### config.mk
export PLATFORM = sky130hd
export DESIGN_NAME = irq_vec_ctrl
export DESIGN_NICKNAME = d
export VERILOG_FILES = /design/src/rtl/irq_pkg.sv /design/src/rtl/irq_flag_bank.sv /design/src/rtl/irq_prio_enc.sv /design/src/rtl/irq_gie_ctl.sv /design/src/rtl/irq_vec_ctrl.sv
export SDC_FILE = /design/constraint.sdc
export NUM_CORES = 1
export LEC_CHECK = 0
export ABC_AREA = 1
export BUFFER_PORTS_ARGS = -buffer_cell sky130_fd_sc_hd__clkbuf_2
export CAP_MARGIN = 20
export CORE_AREA = 2 2 62 46
export DETAILED_ROUTE_END_ITERATION = 10
export DIE_AREA = 0 0 64 48
export PLACE_DENSITY = 0.78
export SLEW_MARGIN = 30
export SYNTH_ARGS = -nofsm -noshare
export SYNTH_HDL_FRONTEND = slang
export SYNTH_HIERARCHICAL = 1
export SYNTH_SLANG_ARGS = --single-unit
### constraint.sdc
create_clock -name clk -period 1.55 [get_ports clk]
set_input_delay 0.31 -clock clk [delete_from_list [all_inputs] [get_ports clk]]
set_output_delay 0.31 -clock clk [all_outputs]
set_load 0.03 [all_outputs]
### src/rtl/irq_pkg.sv
// Package irq_pkg: types shared by the interrupt controller units.
package irq_pkg;
    // Operation applied to the global enable in one cycle.
    typedef enum logic [1:0] {
        GIE_HOLD   = 2'd0,
        GIE_TAKE   = 2'd1,
        GIE_RETURN = 2'd2,
        GIE_WRITE  = 2'd3
    } gie_op_e;
endpackage

### src/rtl/irq_flag_bank.sv
// irq_flag_bank: sticky per-source flags plus the non-maskable pending bit.
// Assumes event, clear and take inputs are one-cycle pulses; set wins over clear.
module irq_flag_bank #(
    parameter int NUM_SRC = 8
) (
    input  logic               clk,
    input  logic               rst_n,
    input  logic [NUM_SRC-1:0] evt_i,
    input  logic [NUM_SRC-1:0] clr_i,
    input  logic [NUM_SRC-1:0] take_clr_i,
    input  logic               nmi_i,
    input  logic               nmi_take_i,
    output logic [NUM_SRC-1:0] flags_o,
    output logic               nmi_pend_o
);
    logic [NUM_SRC-1:0] flag_q;
    logic               nmi_q;

    // Update each flag: event set dominates software or acceptance clear.
    always_ff @(posedge clk) begin
        if (!rst_n) begin
            flag_q <= '0;
        end else begin
            flag_q <= evt_i | (flag_q & ~(clr_i | take_clr_i));
        end
    end

    // Track the non-maskable request until it is accepted.
    always_ff @(posedge clk) begin
        if (!rst_n) begin
            nmi_q <= 1'b0;
        end else if (nmi_i) begin
            nmi_q <= 1'b1;
        end else if (nmi_take_i) begin
            nmi_q <= 1'b0;
        end
    end

    assign flags_o    = flag_q;
    assign nmi_pend_o = nmi_q;

    for (genvar g = 0; g < NUM_SRC; g++) begin : g_chk
        assert_set_wins_R2: assert property (@(posedge clk) disable iff (!rst_n)
            evt_i[g] |=> flag_q[g]);
        assert_single_clear_R10: assert property (@(posedge clk) disable iff (!rst_n)
            (take_clr_i[g] && !evt_i[g]) |=> !flag_q[g]);
    end
endmodule

### src/rtl/irq_prio_enc.sv
// irq_prio_enc: picks the winning request; non-maskable first, then highest index.
// Assumes requests are already gated by enables.
module irq_prio_enc #(
    parameter int NUM_SRC = 8,
    localparam int VEC_W  = $clog2(NUM_SRC + 1)
) (
    input  logic [NUM_SRC-1:0] req_i,
    input  logic               nmi_i,
    output logic               any_o,
    output logic               is_nmi_o,
    output logic [VEC_W-1:0]   vec_o
);
    // Scan upward so the highest set index is the last assignment that sticks.
    always_comb begin
        vec_o = '0;
        for (int i = 0; i < NUM_SRC; i++) begin
            if (req_i[i]) vec_o = VEC_W'(i);
        end
        if (nmi_i) vec_o = VEC_W'(NUM_SRC);
        any_o    = nmi_i | (|req_i);
        is_nmi_o = nmi_i;
    end
endmodule

### src/rtl/irq_gie_ctl.sv
// irq_gie_ctl: global enable with a one-deep save of its value at acceptance.
// Assumes take outranks return, which outranks software write.
module irq_gie_ctl
    import irq_pkg::*;
(
    input  logic clk,
    input  logic rst_n,
    input  logic take_i,
    input  logic reti_i,
    input  logic wr_i,
    input  logic wval_i,
    output logic gie_o
);
    gie_op_e op;
    logic    gie_q;
    logic    save_q;

    // Resolve the operation for this cycle by priority.
    always_comb begin
        if (take_i)      op = GIE_TAKE;
        else if (reti_i) op = GIE_RETURN;
        else if (wr_i)   op = GIE_WRITE;
        else             op = GIE_HOLD;
    end

    // Apply the operation to the enable and its saved copy.
    always_ff @(posedge clk) begin
        if (!rst_n) begin
            gie_q  <= 1'b0;
            save_q <= 1'b0;
        end else begin
            case (op)
                GIE_TAKE:   begin save_q <= gie_q; gie_q <= 1'b0; end
                GIE_RETURN: gie_q <= save_q;
                GIE_WRITE:  gie_q <= wval_i;
                default:    gie_q <= gie_q;
            endcase
        end
    end

    assign gie_o = gie_q;

    assert_take_clears_gie_R8: assert property (@(posedge clk) disable iff (!rst_n)
        take_i |=> !gie_q);
    assert_reti_restore_R9: assert property (@(posedge clk) disable iff (!rst_n)
        (reti_i && !take_i) |=> (gie_q == $past(save_q)));
endmodule

### src/rtl/irq_vec_ctrl.sv
// irq_vec_ctrl: top of the prioritized vectored interrupt controller.
// Assumes ack_i and reti_i are one-cycle pulses from the CPU side.
module irq_vec_ctrl #(
    parameter int                 NUM_SRC     = 8,
    parameter logic [NUM_SRC-1:0] SINGLE_MASK = 8'h0F,
    localparam int                VEC_W       = $clog2(NUM_SRC + 1)
) (
    input  logic               clk,
    input  logic               rst_n,
    input  logic [NUM_SRC-1:0] src_evt_i,
    input  logic [NUM_SRC-1:0] src_clr_i,
    input  logic [NUM_SRC-1:0] src_en_i,
    input  logic               nmi_i,
    input  logic               gie_wr_i,
    input  logic               gie_val_i,
    input  logic               ack_i,
    input  logic               reti_i,
    output logic               irq_o,
    output logic [VEC_W-1:0]   vec_o,
    output logic               gie_o,
    output logic [NUM_SRC-1:0] flags_o
);
    logic [NUM_SRC-1:0] flags;
    logic [NUM_SRC-1:0] req;
    logic [NUM_SRC-1:0] take_clr;
    logic               nmi_pend;
    logic               any_req;
    logic               win_nmi;
    logic [VEC_W-1:0]   win_vec;
    logic               accept;
    logic               ack_d;
    logic [VEC_W-1:0]   held_q;
    logic               gie;

    irq_flag_bank #(.NUM_SRC(NUM_SRC)) u_flags (
        .clk        (clk),
        .rst_n      (rst_n),
        .evt_i      (src_evt_i),
        .clr_i      (src_clr_i),
        .take_clr_i (take_clr),
        .nmi_i      (nmi_i),
        .nmi_take_i (accept && win_nmi),
        .flags_o    (flags),
        .nmi_pend_o (nmi_pend)
    );

    // Gate flags by their own enable and the global enable.
    assign req = flags & src_en_i & {NUM_SRC{gie}};

    irq_prio_enc #(.NUM_SRC(NUM_SRC)) u_enc (
        .req_i    (req),
        .nmi_i    (nmi_pend),
        .any_o    (any_req),
        .is_nmi_o (win_nmi),
        .vec_o    (win_vec)
    );

    irq_gie_ctl u_gie (
        .clk    (clk),
        .rst_n  (rst_n),
        .take_i (accept),
        .reti_i (reti_i),
        .wr_i   (gie_wr_i),
        .wval_i (gie_val_i),
        .gie_o  (gie)
    );

    // Per-source acceptance clear, only for single-cause sources.
    for (genvar g = 0; g < NUM_SRC; g++) begin : g_take
        assign take_clr[g] = accept && !win_nmi && SINGLE_MASK[g] &&
                             (win_vec == VEC_W'(g));
    end

    assign irq_o  = any_req && !ack_d;
    assign accept = ack_i && irq_o;

    // Remember the acknowledge and the accepted vector for one cycle.
    always_ff @(posedge clk) begin
        if (!rst_n) begin
            ack_d  <= 1'b0;
            held_q <= '0;
        end else begin
            ack_d <= accept;
            if (accept) held_q <= win_vec;
        end
    end

    assign vec_o   = ack_d ? held_q : win_vec;
    assign gie_o   = gie;
    assign flags_o = flags;

    assert_vec_hold_R7: assert property (@(posedge clk) disable iff (!rst_n)
        accept |=> (vec_o == $past(vec_o)) && !irq_o);
    assert_gated_R4: assert property (@(posedge clk) disable iff (!rst_n)
        (!gie && !nmi_pend) |-> !irq_o);
    assert_nmi_req_R5: assert property (@(posedge clk) disable iff (!rst_n)
        (nmi_pend && !ack_d) |-> (irq_o && vec_o == VEC_W'(NUM_SRC)));
    assert_masked_R3: assert property (@(posedge clk) disable iff (!rst_n)
        (!nmi_pend && ((flags & src_en_i) == '0)) |-> !irq_o);
endmodule

==> results of run 1 <==
[state kept, by name (all words and copies together) (netlist names)]
name	count
u_flags/flags_o	8
u_gie/save_q	1
u_flags/nmi_pend_o	1
held_q	4
u_gie/gie_o	1
ack_d	1
[kinds of logic after synthesis]
kind of cell	Yosys count	synth area share, %
flops	16	33.4
other cells	1	0.391
compound gates	15	11.5
simple gates	89	38.8
buf+inv	36	15.9
[power by group through the flow]
stage	Clock [W]	Sequential (W)	Combinational, W
2_1_floorplan	0	0.000504	0.000174
3_3_place_gp	0	0.000470	0.000323
3_5_place_dp	0	0.000471	0.000328
4_1_cts	0.000245	0.000464	0.000352
5_1_grt	0.000261	0.000468	0.000396
6_report	0.000235	0.000464	0.000358
[path summary, 6_finish.rpt]
path | start | endpoint | slack [ps] | depth (start not counted)
max | u_gie/gie_o$_SDFFE_PN0P_ | vec_o[0] | -390 | 12
min | src_evt_i[3] | u_flags/flags_o[3]$_SDFF_PN0_ | 220 | 3
max reg2reg | u_gie/gie_o$_SDFFE_PN0P_ | u_flags/flags_o[3]$_SDFF_PN0_ | -180 | 11
min reg2reg | u_flags/flags_o[0]$_SDFF_PN0_ | u_flags/flags_o[0]$_SDFF_PN0_ | 490 | 2
[through the flow]
step,area (um^2),setup WS (ps),cells
after global routing,1540,-520,259
after detailed placement,1420,-156,252
after floorplan,1060,-83.1,160
after CTS,1520,-390,258
final,1540,-388,259
after global placement,1420,-145,252
[cell usage in the layout (no fill, tap or decap), drive strengths merged]
master / instances
a21oi: 10
a31oi: 1
buf: 22
clkbuf: 46
conb: 4
dfxtp: 16
inv: 33
nand2: 44
nand3: 2
nand4: 2
nor2: 37
nor3: 2
nor4: 2
o21ai: 4
[per-layer routing]
layer / track usage [%] / up-vias
li1: - / 598
met1: 21.2 / 455
met2: 27.3 / 35
met3: 5.18 / 2
met4: 2.61 / 0
met5: 0 / -
[critical path, stage by stage, from the launching register on]
cell and delay, ps:
dfxtp_4 380, inv_8 100, nor2_2 40, inv_1 60, nand2_1 50, nand2_1 50
nand2_1 50, nand2_1 50, nand2_1 50, a21oi_2 150, inv_2 70, o21ai_4 120
clkbuf_8 170
[layout make-up]
class / instances / area, um^2 / area share (%)
sequential: 16 / 347 / 22.5
tap: 34 / 42.5 / 2.76
inverter: 33 / 134 / 8.69
clock buffer: 4 / 26.3 / 1.70
multi-input combinational: 108 / 594 / 38.6
timing repair buffer: 64 / 398 / 25.8
[timing repair]
| action | 4_1_cts | 5_1_grt |
|---|---|---|
| gates resized for setup | 19 | 5 |
| pin swaps | 7 | 0 |
| endpoints found under the setup margin | 15 | 17 |
| gates cloned | 0 | 0 |
| setup buffers | 3 | 1 |
==> run summary, run 1 <==
========================================================================================================
Result of the run                                                                           complete, but fails checks
Violations in the final reports                                                             negative setup slack
Static Leak                                                                                     0.787 nW
Final count of pins violating max slew                                                                 0
Share of final-layout standard cells stronger than drive strength 1                                50.7%
Residual overflow from global routing                                                                  0
Data arrival time at the worst-slack endpoint                                                    1630 ps
Leading post-synthesis cells by instance count                                              nand2_1 (44), nor2_1 (36), inv_1 (31)
Master cell of the clock root buffer                                                            clkbuf_4
Detailed-route via count                                                                            1090
Skew final                                                                                       4.35 ps
Total Nets Final                                                                                     257
Final critical-path share of the clock period                                                       125%
Wire length reported by the detailed router                                                      2350 um
Final design utilization                                                                           63.7%
Top layer reached by signal wires                                                                   met4
H-Tree Depth                                                                                           1
Async SR Flop Fraction                                                                                0%
Crit Path Category                                                                          register to output pin
Proportion of power drawn by flip-flops and latches                                                43.9%
Global-route usage over all layers                                                                 16.2%
Flip-flop and latch count after synthesis                                                             16
Portion of the post-synthesis area used by sequential elements                                     33.4%
Standard cell core area                                                                        2420 um^2
First-pass iteration count of the detailed router                                                      4
Number of setup violations in the final report                                                        15
WL met2                                                                                          1030 um
Nature of the critical path endpoint                                                          output pin
Minimum hold slack                                                                                221 ps
Post-route worst setup slack                                                                     -388 ps
Global-route wire length before repair                                                           3750 um
Post-synthesis instance total                                                                        157
VDD IR-drop max                                                                               0.000439 V
Skew-Pair Late Insertion Delay                                                                    290 ps
HPWL Detailed                                                                                    1860 um
Switch share                                                                                       34.1%
Area share of the leading cell type in the synthesized netlist                                     33.4%
Comb power frac                                                                                    33.9%
Number of buffers inserted for hold repair after clock tree synthesis                                  0
CTS Buf Count                                                                                          3
Clock tree from TritonCTS                                                                          built
Cell accounting for the most synthesized area                                                    dfxtp_1
Net switching power figure                                                                    0.000360 W
Number of enable-type register cells in the synthesized netlist                                        0
Number of nets with antenna violations after routing                                                   0
Maximum number of pins on one net before global-route repair                                          10
Clock Path Buffers                                                                                     2
Filler cell count in the final layout                                                                232
Antenna violations before repair                                                                       0
Setup TNS                                                                                       -2880 ps
Cell area after synthesis                                                                       958 um^2
Count of boundary I/O pins                                                                            45
Mean Syn Cell Area                                                                             6.10 um^2
Number of rows created at floorplan                                                                   15
Routed len/inst                                                                                  9.06 um
Leading cell types by total area after synthesis                                            dfxtp_1 (33%), nand2_1 (17%), nor2_1 (14%), inv_1 (12%), a21oi_2 (8.2%)
Synth cell types                                                                                      20
Kind of start point of the critical path                                                        register
Time the final worst path needs with I/O delays and setup                                        1940 ps
Clock group share of total power                                                                   22.2%
Vias in the first global route                                                                       894
Effective utilization at floorplan                                                                 39.6%
Width of the chip                                                                                  64 um
Crit Path Max Fanout                                                                                   8
Fin. Hold Viols                                                                                        0
Number of DRC violations after detailed routing                                                        0
Post-route total power                                                                         0.00106 W
Class of the tightest hold or removal check                                                 primary input to register
Max Cap Viol                                                                                           0
Pint                                                                                          0.000697 W
Met3 Routed Length                                                                                159 um
Required time at the worst-slack endpoint                                                        1240 ps
Die footprint                                                                                  3070 um^2
Layout area overhead                                                                               60.8%
# clock sinks                                                                                         16
PortBufs                                                                                              44
Count of inserted antenna diode cells                                                                  0
Maximum operating frequency                                                                      516 MHz
Leading cell type by number of instances after synthesis                                         nand2_1
Most frequently used flop master after synthesis                                                 dfxtp_1
Detail-routed via count per cell                                                                    4.21
Synthesis Warnings                                                                                     6
Initial detailed-routing violation count                                                              21
RSZ-0062 raised after global routing                                                                true
Post-CTS clock slew at the launch and capture registers of the worst setup and hold paths          90 ps
Pwr per Cell Area                                                                            685 nW/um^2
Chip height                                                                                        48 um
GP Congestion                                                                                      0.865
Routed met1 length                                                                               1150 um
========================================================================================================
No activity file was read; power rests on OpenSTA's default activity.
==> inputs of run 2 (changes only) <==
CELL_PAD_IN_SITES_DETAIL_PLACEMENT = 0   (was unset)
CELL_PAD_IN_SITES_GLOBAL_PLACEMENT = 2   (was unset)
CORE_AREA = 2 2 86 63   (was 2 2 62 46)
DIE_AREA = 0 0 88 65   (was 0 0 64 48)
GPL_TIMING_DRIVEN = 1   (was unset)
PLACE_DENSITY = 0.8   (was 0.78)
==> run summary, run 2 (synthesis results as in run 1) <==
========================================================================================================
Pint                                                                                          0.000773 W   was 0.000697 W
Maximum operating frequency                                                                      531 MHz   was 516 MHz
Comb power frac                                                                                    31.8%   was 33.9%
Kind of start point of the critical path                                                        register   unchanged
Net switching power figure                                                                    0.000380 W   was 0.000360 W
Hold Crit Endpoint                                                                          u_flags/flags_o[0]$_SDFF_PN0_   was u_flags/flags_o[3]$_SDFF_PN0_
Maximum number of pins on one net before global-route repair                                          10   unchanged
VDD IR-drop max                                                                               0.000236 V   was 0.000439 V
H-Tree Depth                                                                                           1   unchanged
Number of setup violations in the final report                                                        16   was 15
Clock Path Buffers                                                                                     2   unchanged
Vias in the first global route                                                                      1018   was 894
Clock tree from TritonCTS                                                                          built   unchanged
Skew final                                                                                       4.73 ps   was 4.35 ps
Routed len/inst                                                                                  8.95 um   was 9.06 um
Max Cap Viol                                                                                           0   unchanged
Layout area overhead                                                                               67.8%   was 60.8%
Clock group share of total power                                                                   28.3%   was 22.2%
Flop-to-flop setup slack                                                                         -210 ps   was -180 ps
Initial detailed-routing violation count                                                              57   was 21
Post-route total power                                                                         0.00115 W   was 0.00106 W
Violations in the final reports                                                             negative setup slack   unchanged
Number of DRC violations after detailed routing                                                        0   unchanged
Global-route wire length before repair                                                           4570 um   was 3750 um
Residual overflow from global routing                                                                  0   unchanged
Chip height                                                                                        65 um   was 48 um
Die footprint                                                                                  5720 um^2   was 3070 um^2
PortBufs                                                                                              44   unchanged
Required time at the worst-slack endpoint                                                        1240 ps   about the same
Width of the chip                                                                                  88 um   was 64 um
Standard cell core area                                                                        4980 um^2   was 2420 um^2
Largest register FFs                                                                                   8   unchanged
Highest-delay cell along the critical path                                                       dfxtp_4   unchanged
Critical Path, Cell by Cell                                                                 inv_8 > nor2_2 > inv_1 > nand2_1 > nand2_1 > nand2_1 > nand2_1 > nand2_1 > a21oi_2 > inv_2 > o21ai_4 > buf_8   was inv_8 > nor2_2 > inv_1 > nand2_1 > nand2_1 > nand2_1 > nand2_1 > nand2_1 > a21oi_2 > inv_2 > o21ai_4 > clkbuf_8
Wire length reported by the detailed router                                                      2670 um   was 2350 um
Skew-Pair Late Insertion Delay                                                                    250 ps   was 290 ps
Time the final worst path needs with I/O delays and setup                                        1880 ps   was 1940 ps
Static Leak                                                                                     0.797 nW   was 0.787 nW
Number of rows created at floorplan                                                                   22   was 15
First-pass iteration count of the detailed router                                                      4   unchanged
Area of placed instances                                                                       1470 um^2   was 1420 um^2
Effective utilization at floorplan                                                                 19.2%   was 39.6%
End of the worst register-to-register path                                                  u_flags/flags_o[1]$_SDFF_PN0_   was u_flags/flags_o[3]$_SDFF_PN0_
Final critical-path share of the clock period                                                       122%   was 125%
Final count of pins violating max slew                                                                 0   unchanged
Pwr per Cell Area                                                                            717 nW/um^2   was 685 nW/um^2
Fin. Hold Viols                                                                                        0   unchanged
Worst hold stages                                                                                      3   unchanged
Setup TNS                                                                                       -3110 ps   was -2880 ps
RSZ-0062 raised after global routing                                                                true   unchanged
Beginning of the critical path                                                              u_gie/gie_o$_SDFFE_PN0P_   unchanged
Crit Path Max Fanout                                                                                   8   unchanged
Startpoint of the most critical hold path                                                   src_evt_i[0]   was src_evt_i[3]
Crit Path Category                                                                          register to output pin   unchanged
Most frequent cells in the layout                                                           nand2_1 (41), clkbuf_2 (41), inv_1 (27), nor2_1 (25), buf_4 (21)   was nand2_1 (42), clkbuf_2 (40), inv_1 (27), nor2_1 (25), buf_4 (20)
Antenna violations before repair                                                                       0   unchanged
Class of the tightest hold or removal check                                                 primary input to register   unchanged
Register-to-Register Path Depth                                                                       12   was 11
Number of buffers inserted for hold repair after clock tree synthesis                                  0   unchanged
Detail-routed via count per cell                                                                    3.56   was 4.21
Global-route usage over all layers                                                                 10.4%   was 16.2%
Number of buffer and inverter stages on the critical path                                              4   unchanged
# clock sinks                                                                                         16   unchanged
GP Congestion                                                                                      0.745   was 0.865
Post-route cell area                                                                           1610 um^2   was 1540 um^2
Switch share                                                                                       32.9%   was 34.1%
Total Nets Final                                                                                     258   was 257
Proportion of power drawn by flip-flops and latches                                                39.8%   was 43.9%
Master cell of the clock root buffer                                                            clkbuf_8   was clkbuf_4
Count of boundary I/O pins                                                                            45   unchanged
CTS Buf Count                                                                                          3   unchanged
Post-route worst setup slack                                                                     -334 ps   was -388 ps
Count of inserted antenna diode cells                                                                  0   unchanged
Data arrival time at the worst-slack endpoint                                                    1570 ps   was 1630 ps
Post-CTS clock slew at the launch and capture registers of the worst setup and hold paths          70 ps   was 90 ps
Detailed-route via count                                                                            1062   was 1090
Largest stage delay on the critical path                                                          360 ps   was 380 ps
Result of the run                                                                           complete, but fails checks   unchanged
Dominant cell type by count on the critical path                                                 nand2_1   unchanged
Reg2reg start                                                                               u_gie/gie_o$_SDFFE_PN0P_   unchanged
HPWL Detailed                                                                                    2130 um   was 1860 um
Number of nets with antenna violations after routing                                                   0   unchanged
Critical path's top delay family                                                            buffers and inverters   unchanged
Minimum hold slack                                                                                267 ps   was 221 ps
Nature of the critical path endpoint                                                          output pin   unchanged
Filler cell count in the final layout                                                                571   was 232
Share of final-layout standard cells stronger than drive strength 1                                50.4%   was 50.7%
========================================================================================================
==> run 2: power groups by stage <==
stage | Combinational, W | Clock (W) | Sequential [W]
floorplan | 0.000174 | 0 | 0.000504
global placement | 0.000339 | 0 | 0.000468
detailed placement | 0.000338 | 0 | 0.000468
CTS | 0.000367 | 0.000347 | 0.000459
global route | 0.000410 | 0.000363 | 0.000463
finish | 0.000367 | 0.000327 | 0.000459
==> run 2: worst max path at each step <==
stage,to,slack [ps],depth (start not counted)
6_report,vec_o[0],-330,12
5_1_grt,vec_o[0],-430,12
4_1_cts,vec_o[1],-360,9
3_5_place_dp,vec_o[0],-170,12
3_3_place_gp,u_flags/flags_o[2]$_SDFF_PN0_,-190,13
2_1_floorplan,vec_o[2],-80,2
==> run 2: stage by stage <==
stage / utilization [%] / instances / setup slack [ps]
4_1_cts: 32.2 / 298 / -360
3_5_place_dp: 29.5 / 290 / -174
2_1_floorplan: - / 160 / -83.1
5_1_grt: 32.3 / 298 / -431
6_report: 32.3 / 298 / -334
3_3_place_gp: 29.5 / 290 / -190
==> run 2: what timing repair did <==
item	CTS	global route
pin swaps	12	2
setup buffers	4	0
setup endpoints to repair	15	17
endpoints found under the hold margin	0	0
gates resized for setup	18	3
==> run 2: worst min-delay path, delay by kind of cell <==
| family | cells | cell delay (ps) |
|---|---|---|
| buf+inv | 2 | 130 |
| compound gates | 1 | 50 |
==> run 2: layout make-up <==
class | instances | area [um^2] | area share, %
multi-input combinational | 108 | 591 | 36.7
timing repair buffer | 65 | 404 | 25.1
sequential | 16 | 344 | 21.4
inverter | 33 | 134 | 8.33
tap | 72 | 90.1 | 5.60
clock buffer | 3 | 41.3 | 2.57
clock inverter | 1 | 3.75 | 0.233
==> run 2: routing by layer <==
metal	wire [um]	vias up	global-route usage [%]	share of wire, %
met3	177	2	3.57	6.6
met4	29	0	2.88	1.1
met5	0	-	0	0
li1	-	600	-	-
met1	1450	428	14.7	54
met2	1010	32	15.0	38
==> inputs of run 3 (changes only) <==
CORE_AREA = 2 2 84 62   (was 2 2 86 63)
CTS_BUF_LIST = sky130_fd_sc_hd__clkbuf_8   (was unset)
DIE_AREA = 0 0 86 64   (was 0 0 88 65)
PLACE_DENSITY = 0.82   (was 0.8)
==> run summary, run 3 (synthesis results as in run 1) <==
========================================================================================================
Maximum number of pins on one net before global-route repair                                          10   unchanged
Crit Path Category                                                                          register to output pin   unchanged
Final cell count without fillers                                                                     290   was 298
Effective utilization at floorplan                                                                 20.6%   was 19.2%
Class of the tightest hold or removal check                                                 primary input to register   unchanged
Post-place setup slack                                                                           -182 ps   was -174 ps
H-Tree Depth                                                                                           1   unchanged
Post-route worst setup slack                                                                     -394 ps   was -334 ps
RSZ-0062 raised after global routing                                                                true   unchanged
Global-route usage over all layers                                                                 11.1%   was 10.4%
Number of nets with antenna violations after routing                                                   0   unchanged
Master cell of the clock root buffer                                                            clkbuf_8   unchanged
Nature of the critical path endpoint                                                          output pin   unchanged
Standard cell core area                                                                        4650 um^2   was 4980 um^2
Detailed-route via count                                                                            1116   was 1062
Crit Path Max Fanout                                                                                   8   unchanged
Filler cell count in the final layout                                                                509   was 571
Pwr per Cell Area                                                                            694 nW/um^2   was 717 nW/um^2
Count of boundary I/O pins                                                                            45   unchanged
Violations in the final reports                                                             negative setup slack   unchanged
Antenna violations before repair                                                                       0   unchanged
Number of setup violations in the final report                                                        16   unchanged
Residual overflow from global routing                                                                  0   unchanged
Most frequent standard cell in the layout excluding fill and tap cells                          clkbuf_2
Vias in the first global route                                                                      1081   was 1018
Largest register FFs                                                                                   8   unchanged
Final count of pins violating max slew                                                                 0   unchanged
Switch share                                                                                       33.0%   was 32.9%
First-pass iteration count of the detailed router                                                      4   unchanged
Kind of start point of the critical path                                                        register   unchanged
Final critical-path share of the clock period                                                       125%   was 122%
Comb power frac                                                                                    34.0%   was 31.8%
Global-route wire length before repair                                                           4830 um   was 4570 um
Proportion of power drawn by flip-flops and latches                                                38.8%   was 39.8%
Count of inserted antenna diode cells                                                                  0   unchanged
Share of final-layout standard cells stronger than drive strength 1                                56.7%   was 50.4%
Chip height                                                                                        64 um   was 65 um
GP Congestion                                                                                      0.793   was 0.745
Setup TNS                                                                                       -3350 ps   was -3110 ps
Post-CTS clock slew at the launch and capture registers of the worst setup and hold paths          70 ps   about the same
Wire length reported by the detailed router                                                      2900 um   was 2670 um
Pint                                                                                          0.000797 W   was 0.000773 W
Clock group share of total power                                                                   27.2%   was 28.3%
# clock sinks                                                                                         16   unchanged
CTS Buf Count                                                                                          3   unchanged
Result of the run                                                                           complete, but fails checks   unchanged
Net switching power figure                                                                    0.000393 W   was 0.000380 W
Maximum operating frequency                                                                      514 MHz   was 531 MHz
Post-route total power                                                                         0.00119 W   was 0.00115 W
Routed len/inst                                                                                  9.99 um   was 8.95 um
Static Leak                                                                                     0.860 nW   was 0.797 nW
Skew-Pair Late Insertion Delay                                                                    250 ps   about the same
Post-route cell area                                                                           1710 um^2   was 1610 um^2
Number of buffers inserted for hold repair after clock tree synthesis                                  0   unchanged
PortBufs                                                                                              44   unchanged
Area of placed instances                                                                       1450 um^2   was 1470 um^2
HPWL Detailed                                                                                    2220 um   was 2130 um
Fin. Hold Viols                                                                                        0   unchanged
Total Nets Final                                                                                     265   was 258
Clock tree from TritonCTS                                                                          built   unchanged
Required time at the worst-slack endpoint                                                        1240 ps   about the same
Time the final worst path needs with I/O delays and setup                                        1940 ps   was 1880 ps
Initial detailed-routing violation count                                                              34   was 57
Max Cap Viol                                                                                           0   unchanged
Layout area overhead                                                                               78.9%   was 67.8%
Data arrival time at the worst-slack endpoint                                                    1630 ps   was 1570 ps
Number of DRC violations after detailed routing                                                        0   unchanged
Width of the chip                                                                                  86 um   was 88 um
Most frequent cells in the layout                                                           clkbuf_2 (39), nand2_1 (35), buf_4 (28), nor2_1 (26), inv_1 (25)   was nand2_1 (41), clkbuf_2 (41), inv_1 (27), nor2_1 (25), buf_4 (21)
Number of rows created at floorplan                                                                   21   was 22
Detail-routed via count per cell                                                                    3.85   was 3.56
Skew final                                                                                       1.52 ps   was 4.73 ps
Post-Place Cells                                                                                     275   was 290
VDD IR-drop max                                                                               0.000268 V   was 0.000236 V
Clock Path Buffers                                                                                     2   unchanged
Die footprint                                                                                  5500 um^2   was 5720 um^2
========================================================================================================
-- run 3: layout make-up --
class	instances	area, um^2	share of cell area (%)
Multi-Input combinational cell	108	647	37.7
Clock buffer	3	41.3	2.41
Sequential cell	16	345	20.1
Clock inverter	1	3.75	0.219
Inverter	33	134	7.81
Tap cell	57	71.3	4.16
Timing Repair Buffer	72	472	27.5
-- run 3: critical path, stage by stage (launching register included) --
cell and delay (ps):
dfxtp_4 360, inv_8 90, nor2_4 30, inv_2 60
nand2_2 50, nand2_2 60, nand2_2 50, nand2_1 60
nand2_1 60, a21oi_2 190, inv_2 80, o21ai_4 160
buf_8 140
-- run 3: layer usage --
| metal | vias to the layer above | GRT usage (%) | wire length (um) |
|---|---|---|---|
| li1 | 616 | - | - |
| met3 | 2 | 4.39 | 191 |
| met5 | - | 0 | 0 |
| met2 | 29 | 17.2 | 1240 |
| met1 | 469 | 14.8 | 1460 |
| met4 | 0 | 1.79 | 8 |
-- run 3: final timing paths --
path,from,endpoint,slack (ps),cells past startpoint
setup reg to reg,u_gie/gie_o$_SDFFE_PN0P_,u_flags/flags_o[1]$_SDFF_PN0_,-290,15
hold / removal,nmi_i,u_flags/nmi_pend_o$_SDFFE_PN0P_,270,3
setup / recovery,u_gie/gie_o$_SDFFE_PN0P_,vec_o[0],-390,12
hold reg to reg,u_gie/save_q$_SDFFE_PN0N_,u_gie/save_q$_SDFFE_PN0N_,500,2
-- run 3: metrics by stage --
stage               hold WS [ps]  utilization (%)
floorplan                    422                -
global placement             481             31.2
detailed placement           488             31.2
CTS                          266             35.5
global route                 262             36.9
finish                       269             36.9
-- run 3: timing repair --
item,4_1_cts,5_1_grt
endpoints found under the setup margin,15,17
gates resized for setup,28,15
gates cloned,0,0
pin swaps,9,5
setup buffers,7,4
-- run 3: power by group through the flow --
stage               registers [W]  logic (W)  clock network (W)
global route             0.000465   0.000443           0.000373
CTS                      0.000461   0.000388           0.000344
finish                   0.000461   0.000404           0.000324
detailed placement       0.000469   0.000339                  0
floorplan                0.000504   0.000174                  0
global placement         0.000468   0.000339                  0
